**src/rtl/mcd_pkg.sv**
```systemverilog
package mcd_pkg;

    localparam int NUM_RATES   = 7;
    localparam int FRAME_SLOTS = 32;
    localparam logic [2:0] CODE_NONE = 3'd7;

    typedef enum logic [1:0] {
        ST_HUNT,
        ST_CAND,
        ST_LOCK
    } lock_state_t;

    // master clock cycles per 8 kHz frame, ascending frequency order
    function automatic int nominal_count(input int idx);
        int res;
        case (idx)
            0:       res = 32;
            1:       res = 64;
            2:       res = 192;
            3:       res = 193;
            4:       res = 256;
            5:       res = 320;
            6:       res = 512;
            default: res = 0;
        endcase
        return res;
    endfunction

    localparam int MAX_RATIO = nominal_count(NUM_RATES - 1) / FRAME_SLOTS;
    localparam int RATIO_W   = $clog2(MAX_RATIO + 1);

    // integer division gives 6 for 193: the remaining cycle stays idle
    function automatic logic [RATIO_W-1:0] ratio_of(input logic [2:0] code);
        return RATIO_W'(nominal_count(int'(code)) / FRAME_SLOTS);
    endfunction

endpackage

```
**src/rtl/mcd_frame_meter.sv**
```systemverilog
module mcd_frame_meter #(
    parameter int TIMEOUT = 1024,
    parameter int CNT_W   = 12
) (
    input  logic             clk,
    input  logic             rst_n,
    input  logic             fs_in,
    output logic             fs_rise,
    output logic             meas_vld,
    output logic [CNT_W-1:0] meas_cnt,
    output logic             timeout
);

    localparam logic [CNT_W-1:0] CNT_MAX = '1;

    logic             fs_q;
    logic             have_ref;
    logic [CNT_W-1:0] run_cnt;

    assign fs_rise = fs_in & ~fs_q;
    assign timeout = (run_cnt > CNT_W'(TIMEOUT));

    always_ff @(posedge clk) begin
        if (!rst_n) begin
            fs_q     <= 1'b0;
            have_ref <= 1'b0;
            run_cnt  <= '0;
            meas_vld <= 1'b0;
            meas_cnt <= '0;
        end else begin
            fs_q     <= fs_in;
            meas_vld <= 1'b0;
            if (fs_rise) begin
                run_cnt  <= CNT_W'(1);
                have_ref <= 1'b1;
                meas_vld <= have_ref & ~timeout;
                meas_cnt <= run_cnt;
            end else if (run_cnt != CNT_MAX) begin
                run_cnt <= run_cnt + 1'b1;
            end
        end
    end

    // one measurement per rise, never on consecutive cycles
    a_r2_meas_single: assert property (@(posedge clk) disable iff (!rst_n)
        meas_vld |=> !meas_vld);

endmodule

```
**src/rtl/mcd_rate_classifier.sv**
```systemverilog
module mcd_rate_classifier
    import mcd_pkg::*;
#(
    parameter int CNT_W = 12,
    parameter int TOL   = 1
) (
    input  logic [CNT_W-1:0] meas_cnt,
    output logic             hit,
    output logic [2:0]       code
);

    logic [NUM_RATES-1:0] exact;
    logic [NUM_RATES-1:0] near;

    for (genvar g = 0; g < NUM_RATES; g++) begin : g_rate
        localparam int NOM = nominal_count(g);
        assign exact[g] = (int'(meas_cnt) == NOM);
        assign near[g]  = (int'(meas_cnt) >= NOM - TOL) && (int'(meas_cnt) <= NOM + TOL);
    end

    always_comb begin
        hit  = |near;
        code = CODE_NONE;
        for (int i = NUM_RATES - 1; i >= 0; i--) begin
            if (near[i]) code = 3'(i);
        end
        for (int i = NUM_RATES - 1; i >= 0; i--) begin
            if (exact[i]) code = 3'(i);
        end
    end

endmodule

```
**src/rtl/mcd_lock_fsm.sv**
```systemverilog
module mcd_lock_fsm
    import mcd_pkg::*;
(
    input  logic       clk,
    input  logic       rst_n,
    input  logic       meas_vld,
    input  logic       hit,
    input  logic [2:0] meas_code,
    input  logic       timeout,
    output logic       locked,
    output logic [2:0] rate_code
);

    lock_state_t state_q, state_d;
    logic [2:0]  cand_q, cand_d;

    always_ff @(posedge clk) begin
        if (!rst_n) begin
            state_q <= ST_HUNT;
            cand_q  <= CODE_NONE;
        end else begin
            state_q <= state_d;
            cand_q  <= cand_d;
        end
    end

    always_comb begin
        state_d = state_q;
        cand_d  = cand_q;
        unique case (state_q)
            ST_HUNT: begin
                if (meas_vld && hit) begin
                    state_d = ST_CAND;
                    cand_d  = meas_code;
                end
            end
            ST_CAND: begin
                if (timeout) begin
                    state_d = ST_HUNT;
                end else if (meas_vld) begin
                    if (!hit) begin
                        state_d = ST_HUNT;
                    end else if (meas_code == cand_q) begin
                        state_d = ST_LOCK;
                    end else begin
                        cand_d  = meas_code;
                    end
                end
            end
            ST_LOCK: begin
                if (timeout) begin
                    state_d = ST_HUNT;
                end else if (meas_vld) begin
                    if (!hit) begin
                        state_d = ST_HUNT;
                    end else if (meas_code != cand_q) begin
                        state_d = ST_CAND;
                        cand_d  = meas_code;
                    end
                end
            end
            default: state_d = ST_HUNT;
        endcase
    end

    always_comb begin
        locked    = (state_q == ST_LOCK);
        rate_code = locked ? cand_q : CODE_NONE;
    end

    // lock is only ever gained on a measurement
    a_r4_lock_on_meas: assert property (@(posedge clk) disable iff (!rst_n)
        $rose(locked) |-> $past(meas_vld));

    // a miss clears lock
    a_r7_miss_drops: assert property (@(posedge clk) disable iff (!rst_n)
        (meas_vld && !hit) |=> !locked);

    // a missing frame sync clears lock
    a_r9_timeout_drops: assert property (@(posedge clk) disable iff (!rst_n)
        timeout |=> !locked);

endmodule

```
**src/rtl/mcd_seq_divider.sv**
```systemverilog
module mcd_seq_divider #(
    parameter int FRAME_SLOTS = 32,
    parameter int RATIO_W     = 5
) (
    input  logic               clk,
    input  logic               rst_n,
    input  logic               fs_rise,
    input  logic               locked,
    input  logic [RATIO_W-1:0] ratio,
    output logic               seq_en
);

    localparam int SLOT_W = $clog2(FRAME_SLOTS + 1);
    localparam logic [SLOT_W-1:0] SLOT_END = SLOT_W'(FRAME_SLOTS);

    logic [RATIO_W-1:0] phase_q, phase_d;
    logic [SLOT_W-1:0]  slot_q, slot_d;
    logic               strobe;

    always_comb begin
        strobe  = 1'b0;
        phase_d = phase_q;
        slot_d  = slot_q;
        if (!locked) begin
            phase_d = '0;
            slot_d  = SLOT_END;
        end else if (fs_rise) begin
            strobe  = 1'b1;
            slot_d  = SLOT_W'(1);
            phase_d = (ratio == RATIO_W'(1)) ? '0 : RATIO_W'(1);
        end else begin
            strobe  = (phase_q == '0) && (slot_q < SLOT_END);
            if (strobe) slot_d = slot_q + 1'b1;
            phase_d = (phase_q == ratio - 1'b1) ? '0 : phase_q + 1'b1;
        end
    end

    always_ff @(posedge clk) begin
        if (!rst_n) begin
            phase_q <= '0;
            slot_q  <= SLOT_END;
            seq_en  <= 1'b0;
        end else begin
            phase_q <= phase_d;
            slot_q  <= slot_d;
            seq_en  <= strobe;
        end
    end

    // no strobe without lock in the previous cycle
    a_r10_quiet_unlocked: assert property (@(posedge clk) disable iff (!rst_n)
        seq_en |-> $past(locked));

    // a rise while locked restarts the divider with slot 0
    a_r5_rise_realign: assert property (@(posedge clk) disable iff (!rst_n)
        (fs_rise && locked) |=> seq_en);

endmodule

```
**src/rtl/mclk_rate_prescaler.sv**
```systemverilog
module mclk_rate_prescaler
    import mcd_pkg::*;
#(
    parameter int TIMEOUT = 1024,
    parameter int TOL     = 1
) (
    input  logic       clk,
    input  logic       rst_n,
    input  logic       fs_in,
    output logic [2:0] rate_code,
    output logic       locked,
    output logic       seq_en
);

    localparam int CNT_W = $clog2(TIMEOUT + 2) + 1;

    logic             fs_rise;
    logic             meas_vld;
    logic [CNT_W-1:0] meas_cnt;
    logic             timeout;
    logic             hit;
    logic [2:0]       meas_code;
    logic [RATIO_W-1:0] ratio;

    mcd_frame_meter #(.TIMEOUT(TIMEOUT), .CNT_W(CNT_W)) u_meter (
        .clk      (clk),
        .rst_n    (rst_n),
        .fs_in    (fs_in),
        .fs_rise  (fs_rise),
        .meas_vld (meas_vld),
        .meas_cnt (meas_cnt),
        .timeout  (timeout)
    );

    mcd_rate_classifier #(.CNT_W(CNT_W), .TOL(TOL)) u_class (
        .meas_cnt (meas_cnt),
        .hit      (hit),
        .code     (meas_code)
    );

    mcd_lock_fsm u_lock (
        .clk       (clk),
        .rst_n     (rst_n),
        .meas_vld  (meas_vld),
        .hit       (hit),
        .meas_code (meas_code),
        .timeout   (timeout),
        .locked    (locked),
        .rate_code (rate_code)
    );

    assign ratio = ratio_of(rate_code);

    mcd_seq_divider #(.FRAME_SLOTS(FRAME_SLOTS), .RATIO_W(RATIO_W)) u_div (
        .clk     (clk),
        .rst_n   (rst_n),
        .fs_rise (fs_rise),
        .locked  (locked),
        .ratio   (ratio),
        .seq_en  (seq_en)
    );

endmodule

```
**config.mk**
```make
export PLATFORM = sky130hd
export DESIGN_NAME = mclk_rate_prescaler
export DESIGN_NICKNAME = d
export VERILOG_FILES = /design/src/rtl/mcd_pkg.sv /design/src/rtl/mcd_frame_meter.sv /design/src/rtl/mcd_rate_classifier.sv /design/src/rtl/mcd_lock_fsm.sv /design/src/rtl/mcd_seq_divider.sv /design/src/rtl/mclk_rate_prescaler.sv
export SDC_FILE = /design/constraint.sdc
export NUM_CORES = 1
export LEC_CHECK = 0
export ABC_AREA = 1
export BUFFER_PORTS_ARGS = -buffer_cell sky130_fd_sc_hd__buf_2
export CAP_MARGIN = 20
export CORE_MARGIN = 4
export CORE_UTILIZATION = 50
export CTS_BUF_LIST = sky130_fd_sc_hd__clkbuf_16
export DETAILED_ROUTE_END_ITERATION = 7
export PLACE_DENSITY = 0.66
export SLEW_MARGIN = 20
export SYNTH_ARGS = -nofsm -noshare
export SYNTH_HDL_FRONTEND = slang
export SYNTH_SLANG_ARGS = --single-unit
```
**constraint.sdc**
```tcl
create_clock -name clk -period 3.6 [get_ports clk]
set_input_delay 0.54 -clock clk [delete_from_list [all_inputs] [get_ports clk]]
set_output_delay 0.54 -clock clk [all_outputs]
set_load 0.03 [all_outputs]
```
==> results of run 1 <==
-- power groups by stage --
stage / logic [mW] / registers [mW] / clock network [mW]
finish: 0.158 / 0.519 / 0.502
global route: 0.180 / 0.521 / 0.534
CTS: 0.157 / 0.519 / 0.513
detailed placement: 0.157 / 0.529 / 0
global placement: 0.156 / 0.529 / 0
floorplan: 0.126 / 0.528 / 0
-- sequential cells by signal (all words and copies together) (netlist names) --
register          cells
u_div.slot_q          6
u_div.phase_q         5
u_meter.fs_q          1
u_lock.cand_q         3
u_meter.meas_cnt     12
u_div.seq_en          1
u_meter.run_cnt      12
u_meter.have_ref      1
u_meter.meas_vld      1
u_lock.state_q        2
-- layout make-up --
class	count	area [um^2]
inverters	76	288
repair buffers	7	35.0
clock buffers	5	125
clock inverters	3	42.5
fillers	530	2190
well taps	70	87.6
flip-flops and latches	44	881
multi-input cells	287	1620
-- through the flow --
step,cells,cell area [um^2],power [mW]
2_1_floorplan,410,2800,0.654
3_3_place_gp,484,2910,0.685
3_5_place_dp,484,2910,0.686
4_1_cts,492,3080,1.19
5_1_grt,492,3080,1.24
6_report,492,3080,1.18
-- placed cells by master, fill, tap and decap left out, types with 7 or more instances in the layout --
cell type  synthesis  layout
inv_1             71      71
nand2_1           70      70
nor2_1            44      44
dfxtp_1           44      44
nand3_1           29      29
o21ai_0           22      22
nand2_2           17      17
a21oi_1           16      16
xor2_1            14      14
ha_1              11      11
o22ai_1           10      10
nor3_1             9       9
nor2_4             8       8
buf_2              1       7
-- synthesized netlist by cell type --
cell type,number
nor2_4,8
nand3b_1,1
nor2_2,6
nand4_1,6
and3_1,1
nand3_2,6
nand2_2,17
a21oi_1,16
inv_4,1
nand2_1,70
o21ai_0,22
o211ai_1,1
nor3_1,9
dfxtp_1,44
nand3_1,29
o41ai_1,1
nand2_4,1
clkbuf_1,2
ha_1,11
a31oi_1,2
inv_1,71
nor3_2,3
o2111ai_1,1
o21ai_2,1
buf_2,1
xnor2_1,4
nor4_1,3
nor2_1,44
o22ai_1,10
inv_2,4
xor2_1,14
-- per-layer routing --
metal  share of wire [%]  track usage (%)  vias up  routed length [um]
met4                0.91             5.50        0                  53
met5                   0                0        -                   0
met1                  51             23.9     1090                2970
met3                 2.4             3.07        6                 138
met2                  46             28.2       25                2670
li1                    -                -     1329                   -
-- cell families after synthesis --
kind of cell	count (synthesis)	share of synthesized area [%]
flops	44	31.5
xor+xnor	18	5.63
fa+ha+maj	11	4.92
simple gates	204	36.6
compound gates	54	10.7
buf+inv	79	10.7
-- critical path, delay by kind of cell, from the launching register on --
family          cells  cell delay, ps
simple gates        6             680
compound gates      3             490
flops               1             420
xor+xnor            2             350
buf+inv             3             310
fa+ha+maj           1             220
-- worst max-delay path by stage --
stage	startpoint	end	slack, ps	depth (start not counted)
6_report	u_lock.state_q[1]	u_div.phase_q[0]	1020	15
3_5_place_dp	u_lock.state_q[1]	u_div.phase_q[1]	1090	15
4_1_cts	u_lock.state_q[1]	u_div.phase_q[1]	1070	15
2_1_floorplan	u_lock.state_q[1]	u_div.phase_q[0]	1220	15
3_3_place_gp	u_lock.state_q[1]	u_div.phase_q[3]	1230	15
5_1_grt	u_lock.state_q[1]	u_div.phase_q[3]	710	15
==> reports/summary.txt, run 1 <==
Number of warning messages in the yosys log - 0
Resize count post-CTS - 0
Hold worst-path end - u_meter.fs_q
Via density - 4.98
TritonCTS clock tree - built
Hold path cells - 3
Cell with the largest stage delay on the worst path - dfxtp_1
Clock share of power - 42.6%
Number of max-cap violations - 0
Category of the most critical setup path - reg2reg
Worst voltage drop across the vdd grid - 0.000289 V
Shortest clock period the worst path allows after layout - 2580 ps
Switching Share - 25.5%
Leakage component of the power - 1.42 nW
Largest net degree at the start of global routing - 18
Sum Neg Setup Slack - 0 ps
Cell count after synthesis - 410
# diodes - 0
Sequential share of the synthesized area - 31.5%
Routed vias - 2450
Terminus of the critical flop-to-flop path - u_div.phase_q[0]
DRT iter0 DRCs - 88
Pre-CTS WS - 1090 ps
Classification of the worst-slack hold path - in2reg
Fin Hold WS - 470 ps
Share of layout cells above drive strength 1 - 14.7%
Int Power - 0.879 mW
Worst-case clock buffer depth - 2
Clock-pin slew reported for the worst setup and hold paths after clock tree synthesis - 60 ps
Setup repair after global routing missed its margin - no
Share of power burned in registers - 44.0%
Total count of max-transition violations in the final report - 0
Area of the core region - 5270 um^2
Core Rows - 26
Critical register-to-register path startpoint - u_lock.state_q[1]
Clock Root Buffer - clkbuf_16
Starting density of the core - 53.1%
Clk_lat worst skew - 280 ps
Final number of setup-violating endpoints - 0
Io pins - 8
P per Cell Area - 383 nW/um^2
Gpl congestion - 0.870
Combinational power share - 13.4%
Half-perimeter wire length after placement - 4580 um
DIE WIDTH - 82.8 um
Post-Syn Nets - 424
Cell area after synthesis - 2800 um^2
Library cell with the largest summed area after synthesis - dfxtp_1
Result of the run - finished, final reports clean
Stage delay of the slowest cell on the critical path - 420 ps
Setup slack, reg-to-reg - 1020 ps
Relative slew margins - 55.5%
Number of flip-flops and latches in the synthesized netlist - 44
Final wirelength - 5830 um
Initial antenna violation count - 0
Hold path startpoint - fs_in
Top-area cell type share of the netlist area - 31.5%
Worst Path Max Fanout - 5
Cells along the critical path - inv_2 > nor2_4 > inv_1 > nor2_2 > nand2_1 > nor2_1 > inv_1 > ha_1 > xnor2_1 > xor2_1 > nand2_1 > a21oi_1 > o2111ai_1 > a31oi_1 > nor2_1
Reported net switching power - 0.301 mW
Period utilisation layout - 71.8%
Wire length of the first global-routing pass - 10300 um
Worst-case clock skew - 7.98 ps
Worst-case setup margin in the final layout - 1020 ps
Signal arrival time at the worst endpoint - 2760 ps
Achievable Freq - 387 MHz
Worst slew pin tran - 660 ps
Cell types with the largest area share after synthesis - dfxtp_1 31%, inv_1 9.5%, nand2_1 9.4%, nor2_1 5.9%, nand3_1 5.2%
Port Buffers - 7
Post-synthesis average cell area - 6.83 um^2
H-tree levels - 2
Post-synthesis to final-layout area growth - 9.92%
Remaining global-route overflow - 0
Number of sinks handled by clock tree synthesis - 44
Worst Setup Start Kind - flop
Gr usage total - 17.5%
End-of-flow core utilization - 58.4%
Die area - 6860 um^2
Total of hold buffers inserted after clock tree synthesis - 0
Number of nets in the final layout - 435
R2R cell count - 15
Post CTS Setup Buffer Count - 0
Vert. Die Dim - 82.8 um
Final number of hold-violating endpoints - 0
TritonCTS buffer count - 5
Number of routed nets with antenna violations - 0
Initial DRT Pass Iterations - 4
Required time at the endpoint of the critical path - 3780 ps
Wirelength per Cell - 11.8 um
Count of distinct cell types in the synthesized netlist - 31
Setup crit end kind - flop
Residual DRC - 0
Vias in the first global route - 2339
(Power assumes the default switching activity.)
==> inputs of run 2 (changes only) <==
==> constraint.sdc (replaced) <==
create_clock -name clk -period 2.7 [get_ports clk]
set_input_delay 0.405 -clock clk [delete_from_list [all_inputs] [get_ports clk]]
set_output_delay 0.405 -clock clk [all_outputs]
set_load 0.03 [all_outputs]
==> reports/summary.txt, run 2 (same netlist as run 1, synthesis figures left out) <==
Final wirelength - 5830 um
Residual DRC - 0
Cells along the critical path - inv_2 > nor2_4 > inv_1 > nor2_2 > nand2_1 > nor2_1 > inv_1 > ha_1 > xnor2_1 > xor2_1 > nand2_1 > a21oi_1 > o2111ai_1 > nand2_1 > nor2_1
Resize count post-CTS - 0
Classification of the worst-slack hold path - in2reg
Share of layout cells above drive strength 1 - 14.9%
Area of the core region - 5270 um^2
Remaining global-route overflow - 0
Final Instance Count excl. Fillers - 493
Initial DRT Pass Iterations - 4
# diodes - 0
Number of nets in the final layout - 437
TritonCTS buffer count - 5
Die area - 6860 um^2
TritonCTS clock tree - built
Number of sinks handled by clock tree synthesis - 44
Gr usage total - 17.3%
Setup repair after global routing missed its margin - yes
Most common library cell in the layout ignoring fill and taps - inv_1
Worst-case clock buffer depth - 2
Worst Setup Start Kind - flop
Cell repeated most along the worst path - nand2_1
Vias in the first global route - 2320
Top Registers - u_meter.meas_cnt: 12 flops, u_meter.run_cnt: 12 flops, u_div.slot_q: 6 flops
Setup crit end kind - flop
Number of max-cap violations - 0
Category of the most critical setup path - reg2reg
DRT iter0 DRCs - 138
Clock-pin slew reported for the worst setup and hold paths after clock tree synthesis - 60 ps
Half-perimeter wire length after placement - 4540 um
Routed vias - 2506
Clock Root Buffer - clkbuf_16
Worst voltage drop across the vdd grid - 0.000286 V
Port Buffers - 7
Period utilisation layout - 92.1%
Worst-case clock skew - 3.91 ps
Worst Path Max Fanout - 5
Wirelength per Cell - 11.8 um
Largest net degree at the start of global routing - 17
Relative slew margins - 52.4%
Setup slack, reg-to-reg - 210 ps
Starting density of the core - 53.1%
Total Power - 1.46 mW
Leakage component of the power - 1.42 nW
Core Rows - 26
P per Cell Area - 478 nW/um^2
Worst slew pin tran - 706 ps
Total instance count after detailed placement - 486
Wire length of the first global-routing pass - 10200 um
Total of hold buffers inserted after clock tree synthesis - 0
Vert. Die Dim - 82.8 um
Signal arrival time at the worst endpoint - 2660 ps
Shortest clock period the worst path allows after layout - 2490 ps
Total count of max-transition violations in the final report - 0
Post CTS Setup Buffer Count - 0
Initial antenna violation count - 0
Final number of hold-violating endpoints - 0
Stage delay of the slowest cell on the critical path - 370 ps
Result of the run - finished, final reports clean
Number of routed nets with antenna violations - 0
Gpl congestion - 0.891
Final number of setup-violating endpoints - 0
Post-synthesis to final-layout area growth - 9.30%
Required time at the endpoint of the critical path - 2870 ps
Cell with the largest stage delay on the worst path - dfxtp_2
Highest-count cells in the layout ignoring fill and taps - 72 x inv_1, 70 x nand2_1, 44 x nor2_1, 43 x dfxtp_1, 29 x nand3_1
Achievable Freq - 402 MHz
H-tree levels - 2
Via density - 5.08
DIE WIDTH - 82.8 um
Clk_lat worst skew - 280 ps
Io pins - 8
-- run 2: power breakdown --
group | leakage [nW] | internal [mW] | switching [mW] | total, mW
registers | 0.357 | 0.672 | 0.0207 | 0.692
clock network | 0.0709 | 0.332 | 0.223 | 0.555
logic | 0.991 | 0.0697 | 0.145 | 0.215
total | 1.42 | 1.07 | 0.389 | 1.46
-- run 2: cell type report --
cell class / instances / area [um^2]
fill: 535 / 2210
inverter: 76 / 288
clock buffer: 5 / 125
multi-input combinational: 287 / 1620
timing repair buffer: 9 / 50.0
tap: 70 / 87.6
sequential: 44 / 882
clock inverter: 2 / 8.76
-- run 2: routing by layer --
layer	GRT usage (%)	share of wire [%]	vias to the layer above
li1	-	-	1335
met5	0	0	-
met3	3.56	3.3	10
met2	28.1	45	36
met4	4.61	1.3	0
met1	23.3	50	1125
-- run 2: stage by stage --
stage                     setup slack (ps)  cell area, um^2  util, %  setup TNS [ps]  hold WS [ps]
after floorplan                        323             2800        -               0           417
after global placement                 342             2920     55.5               0           432
after detailed placement               185             2920     55.5               0           434
after CTS                              166             3060     58.0               0           313
after global routing                 -7.28             3060     58.0           -11.2           333
final                                  214             3060     58.0               0           315
-- run 2: critical path, delay by kind of cell, from the launching register on --
family                   cells  cell delay (ps)
AND/OR/NAND/NOR              7              840
flip-flops                   1              370
AO/OA/AOI/OAI                2              260
buffers and inverters        3              300
adder cells (fa/ha/maj)      1              220
XOR/XNOR                     2              380
-- run 2: worst paths after layout --
path,from,to,cells after the start
worst max register to register,u_lock.state_q[1],u_div.phase_q[1],15
worst max-delay path,u_lock.state_q[1],u_div.phase_q[1],15
worst min-delay path,fs_in,u_meter.fs_q,3
worst min register to register,u_meter.have_ref,u_meter.meas_vld,2
==> inputs of run 3 (changes only) <==
--- a/config.mk
+++ b/config.mk
@@ -6,14 +6,14 @@
 export NUM_CORES = 1
 export LEC_CHECK = 0
 export ABC_AREA = 1
-export BUFFER_PORTS_ARGS = -buffer_cell sky130_fd_sc_hd__buf_2
 export CAP_MARGIN = 20
 export CORE_MARGIN = 4
 export CORE_UTILIZATION = 50
 export CTS_BUF_LIST = sky130_fd_sc_hd__clkbuf_16
 export DETAILED_ROUTE_END_ITERATION = 7
-export PLACE_DENSITY = 0.66
+export DONT_BUFFER_PORTS = 1
 export SLEW_MARGIN = 20
 export SYNTH_ARGS = -nofsm -noshare
 export SYNTH_HDL_FRONTEND = slang
+export SYNTH_HIERARCHICAL = 1
 export SYNTH_SLANG_ARGS = --single-unit
==> reports/summary.txt, run 3 <==
Hold path startpoint - rst_n
Met3 routing resource usage after global routing - 2.57%
Shortest clock period the worst path allows after layout - 2330 ps
Pre-CTS WS - 396 ps
Most common library cell in the layout ignoring fill and taps - nand2_1
Resize count post-CTS - 0
Count of distinct cell types in the synthesized netlist - 34
Fraction of the mapped netlist area in simple logic gates - 44.4%
Period utilisation layout - 86.2%
Top Registers - u_meter/meas_cnt: 12 flops, u_meter/run_cnt: 12 flops, u_div/slot_q: 6 flops
Worst Path Max Fanout - 4
Initial antenna violation count - 0
Worst voltage drop across the vdd grid - 0.000327 V
Total placed instance area - 2940 um^2
Result of the run - finished, final reports clean
Gpl congestion - 0.847
Multiplexer area fraction after synthesis - 0%
Residual DRC - 0
Category of the most critical setup path - reg2reg
Worst Setup Start Kind - flop
Cell count after synthesis - 446
Multi-input combinational cell area - 1650 um^2
Number of sinks handled by clock tree synthesis - 44
Required time at the endpoint of the critical path - 2870 ps
Met2 capacity usage during global routing - 28.7%
Total of hold buffers inserted after clock tree synthesis - 0
Hold worst-path end - u_lock/cand_q[1]
Cell types with the largest area share after synthesis - dfxtp_1 31%, nand2_1 17%, inv_1 8.5%, nand3_1 6.1%, nor2_1 5.5%
Library cell with the largest summed area after synthesis - dfxtp_1
Cells along the critical path - nand2_1 > or2_1 > nor2_1 > inv_2 > ha_1 > nand2_1 > nand2_1 > nor2_1 > nand2_1 > nor2_1 > nand2_2 > nand2_2 > nor2_1
Final number of setup-violating endpoints - 0
Port Buffers - 0
Most common cell in the netlist - nand2_1
Top-area cell type share of the netlist area - 30.8%
R2R cell count - 13
Starting density of the core - 51.6%
Most used routing layer in global routing - met2
Sequential cell area - 881 um^2
Largest net degree at the start of global routing - 19
Cell with the largest stage delay on the worst path - dfxtp_1
Remaining global-route overflow - 0
Hold path cells - 1
Gr usage total - 17.7%
Worst-case clock buffer depth - 2
Io pins - 8
Terminus of the critical flop-to-flop path - u_div/phase_q[2]
Stage delay of the slowest cell on the critical path - 400 ps
Highest-count cells in the layout ignoring fill and taps - 131 x nand2_1, 67 x inv_1, 44 x dfxtp_1, 42 x nor2_1, 35 x nand3_1
Final number of hold-violating endpoints - 0
Total Power - 1.72 mW
Leakage component of the power - 1.45 nW
Final wirelength - 5880 um
Initial DRT Pass Iterations - 4
Core Rows - 27
Dominant delay contributor by cell family on the critical path - simple AND/OR/NAND/NOR gates
Half-perimeter wire length after placement - 4490 um
Fillers - 562
Wire length of the first global-routing pass - 10400 um
Worst-case clock skew - 3.12 ps
Die area - 6990 um^2
Clk_lat worst skew - 280 ps
TritonCTS buffer count - 5
WP depth - 13
Signal arrival time at the worst endpoint - 2500 ps
Met1 track demand over resource in global routing - 24.3%
Routed vias - 2584
Top cells by count, synth - 131 x nand2_1, 65 x inv_1, 44 x dfxtp_1
Achievable Freq - 430 MHz
Setup slack, reg-to-reg - 370 ps
Clock-pin slew reported for the worst setup and hold paths after clock tree synthesis - 60 ps
Total count of max-transition violations in the final report - 0
TritonCTS clock tree - built
Area of the core region - 5540 um^2
P per Cell Area - 558 nW/um^2
Worst slew pin tran - 445 ps
Vert. Die Dim - 83.6 um
Share of layout cells above drive strength 1 - 13.7%
Vias in the first global route - 2365
Number of routed nets with antenna violations - 0
Setup crit end kind - flop
Synth Area in Compound Gates - 7.74%
Number of enable flip-flop cells after synthesis - 0
Classification of the worst-slack hold path - in2reg
Cell area after synthesis - 2860 um^2
Number of warning messages in the yosys log - 6
Ys flop type - dfxtp_1
Number of flip-flops and latches in the synthesized netlist - 44
Post CTS Setup Buffer Count - 0
Setup repair after global routing missed its margin - no
DIE WIDTH - 83.6 um
Post-Syn Nets - 456
# diodes - 0
Number of max-cap violations - 0
DRT iter0 DRCs - 150
Post-route standard cell area excluding fillers - 3080 um^2
Sequential share of the synthesized area - 30.8%
Relative slew margins - 70.4%
Number of nets in the final layout - 462
WP buf/inv - 1
H-tree levels - 2
Wirelength per Cell - 11.2 um
Adder and majority gate portion of the synthesized area - 3.06%
Via density - 4.92
Critical register-to-register path startpoint - u_lock/state_q[1]
Async S/R FF share, synth - 0%
Worst-case setup margin in the final layout - 372 ps
Post-synthesis to final-layout area growth - 7.52%
Xor and xnor area share after synthesis - 2.45%
Largest family of logic cells by synthesized area - simple AND/OR/NAND/NOR gates
Clock Root Buffer - clkbuf_16
Sum Neg Setup Slack - 0 ps
Post-synthesis average cell area - 6.41 um^2
[run 3: cell count changes in the layout (fill, tap and decap cells not counted), sizes merged, moves of 3 or more]
cell and delta:
nor4 -3, xor2 -9, a21oi -3, ha -4, buf -7, nand2 +54
nor3 -3, o22ai -10, inv +4, nand3 +6, nand4 +3
[run 3: cell type report]
class                      instances  share of cell area [%]
multi-input combinational        319                    53.7
sequential                        44                    28.6
inverter                          80                    9.85
clock buffer                       5                    4.07
tap                               72                    2.93
timing repair buffer               2                   0.488
clock inverter                     3                   0.366
[run 3: through the flow]
step                      instances  hold slack (ps)  util, %
after detailed placement        517              435     53.0
after global routing            525              208     55.5
after floorplan                 446              422        -
final                           525              215     55.5
after global placement          517              431     53.0
after CTS                       525              209     55.5
[run 3: cell families (layout without fill, tap and decap cells)]
kind of cell | after synthesis | after routing
xor gates and xnor gates | 8 | 8
DFF | 44 | 44
and+or+nand+nor | 264 | 264
AOI/OAI and AO/OA | 40 | 40
adders and majority gates | 7 | 7
buffers and inverters | 83 | 90
[run 3: routing by layer]
layer  wire [um]  part of all wire [%]  vias up
met2        2660                    45       30
met1        3030                    51     1154
met3         152                   2.6        4
met5           0                     0        -
met4          38                  0.65        0
li1            -                     -     1396
[run 3: how the worst max path moves through the flow]
| stage | startpoint | end | slack [ps] |
|---|---|---|---|
| after detailed placement | u_lock/state_q[0] | u_div/phase_q[4] | 400 |
| after CTS | u_lock/state_q[0] | u_div/phase_q[2] | 380 |
| after global routing | u_lock/state_q[0] | u_div/phase_q[3] | 180 |
| after global placement | u_lock/state_q[1] | u_div/phase_q[2] | 380 |
| after floorplan | u_lock/state_q[0] | u_div/phase_q[2] | 430 |
| final | u_lock/state_q[1] | u_div/phase_q[2] | 370 |
[run 3: report_power, final]
part | total, mW | switching, mW | internal (mW)
sequential | 0.729 | 0.0370 | 0.692
clock | 0.560 | 0.228 | 0.333
combinational | 0.427 | 0.284 | 0.143
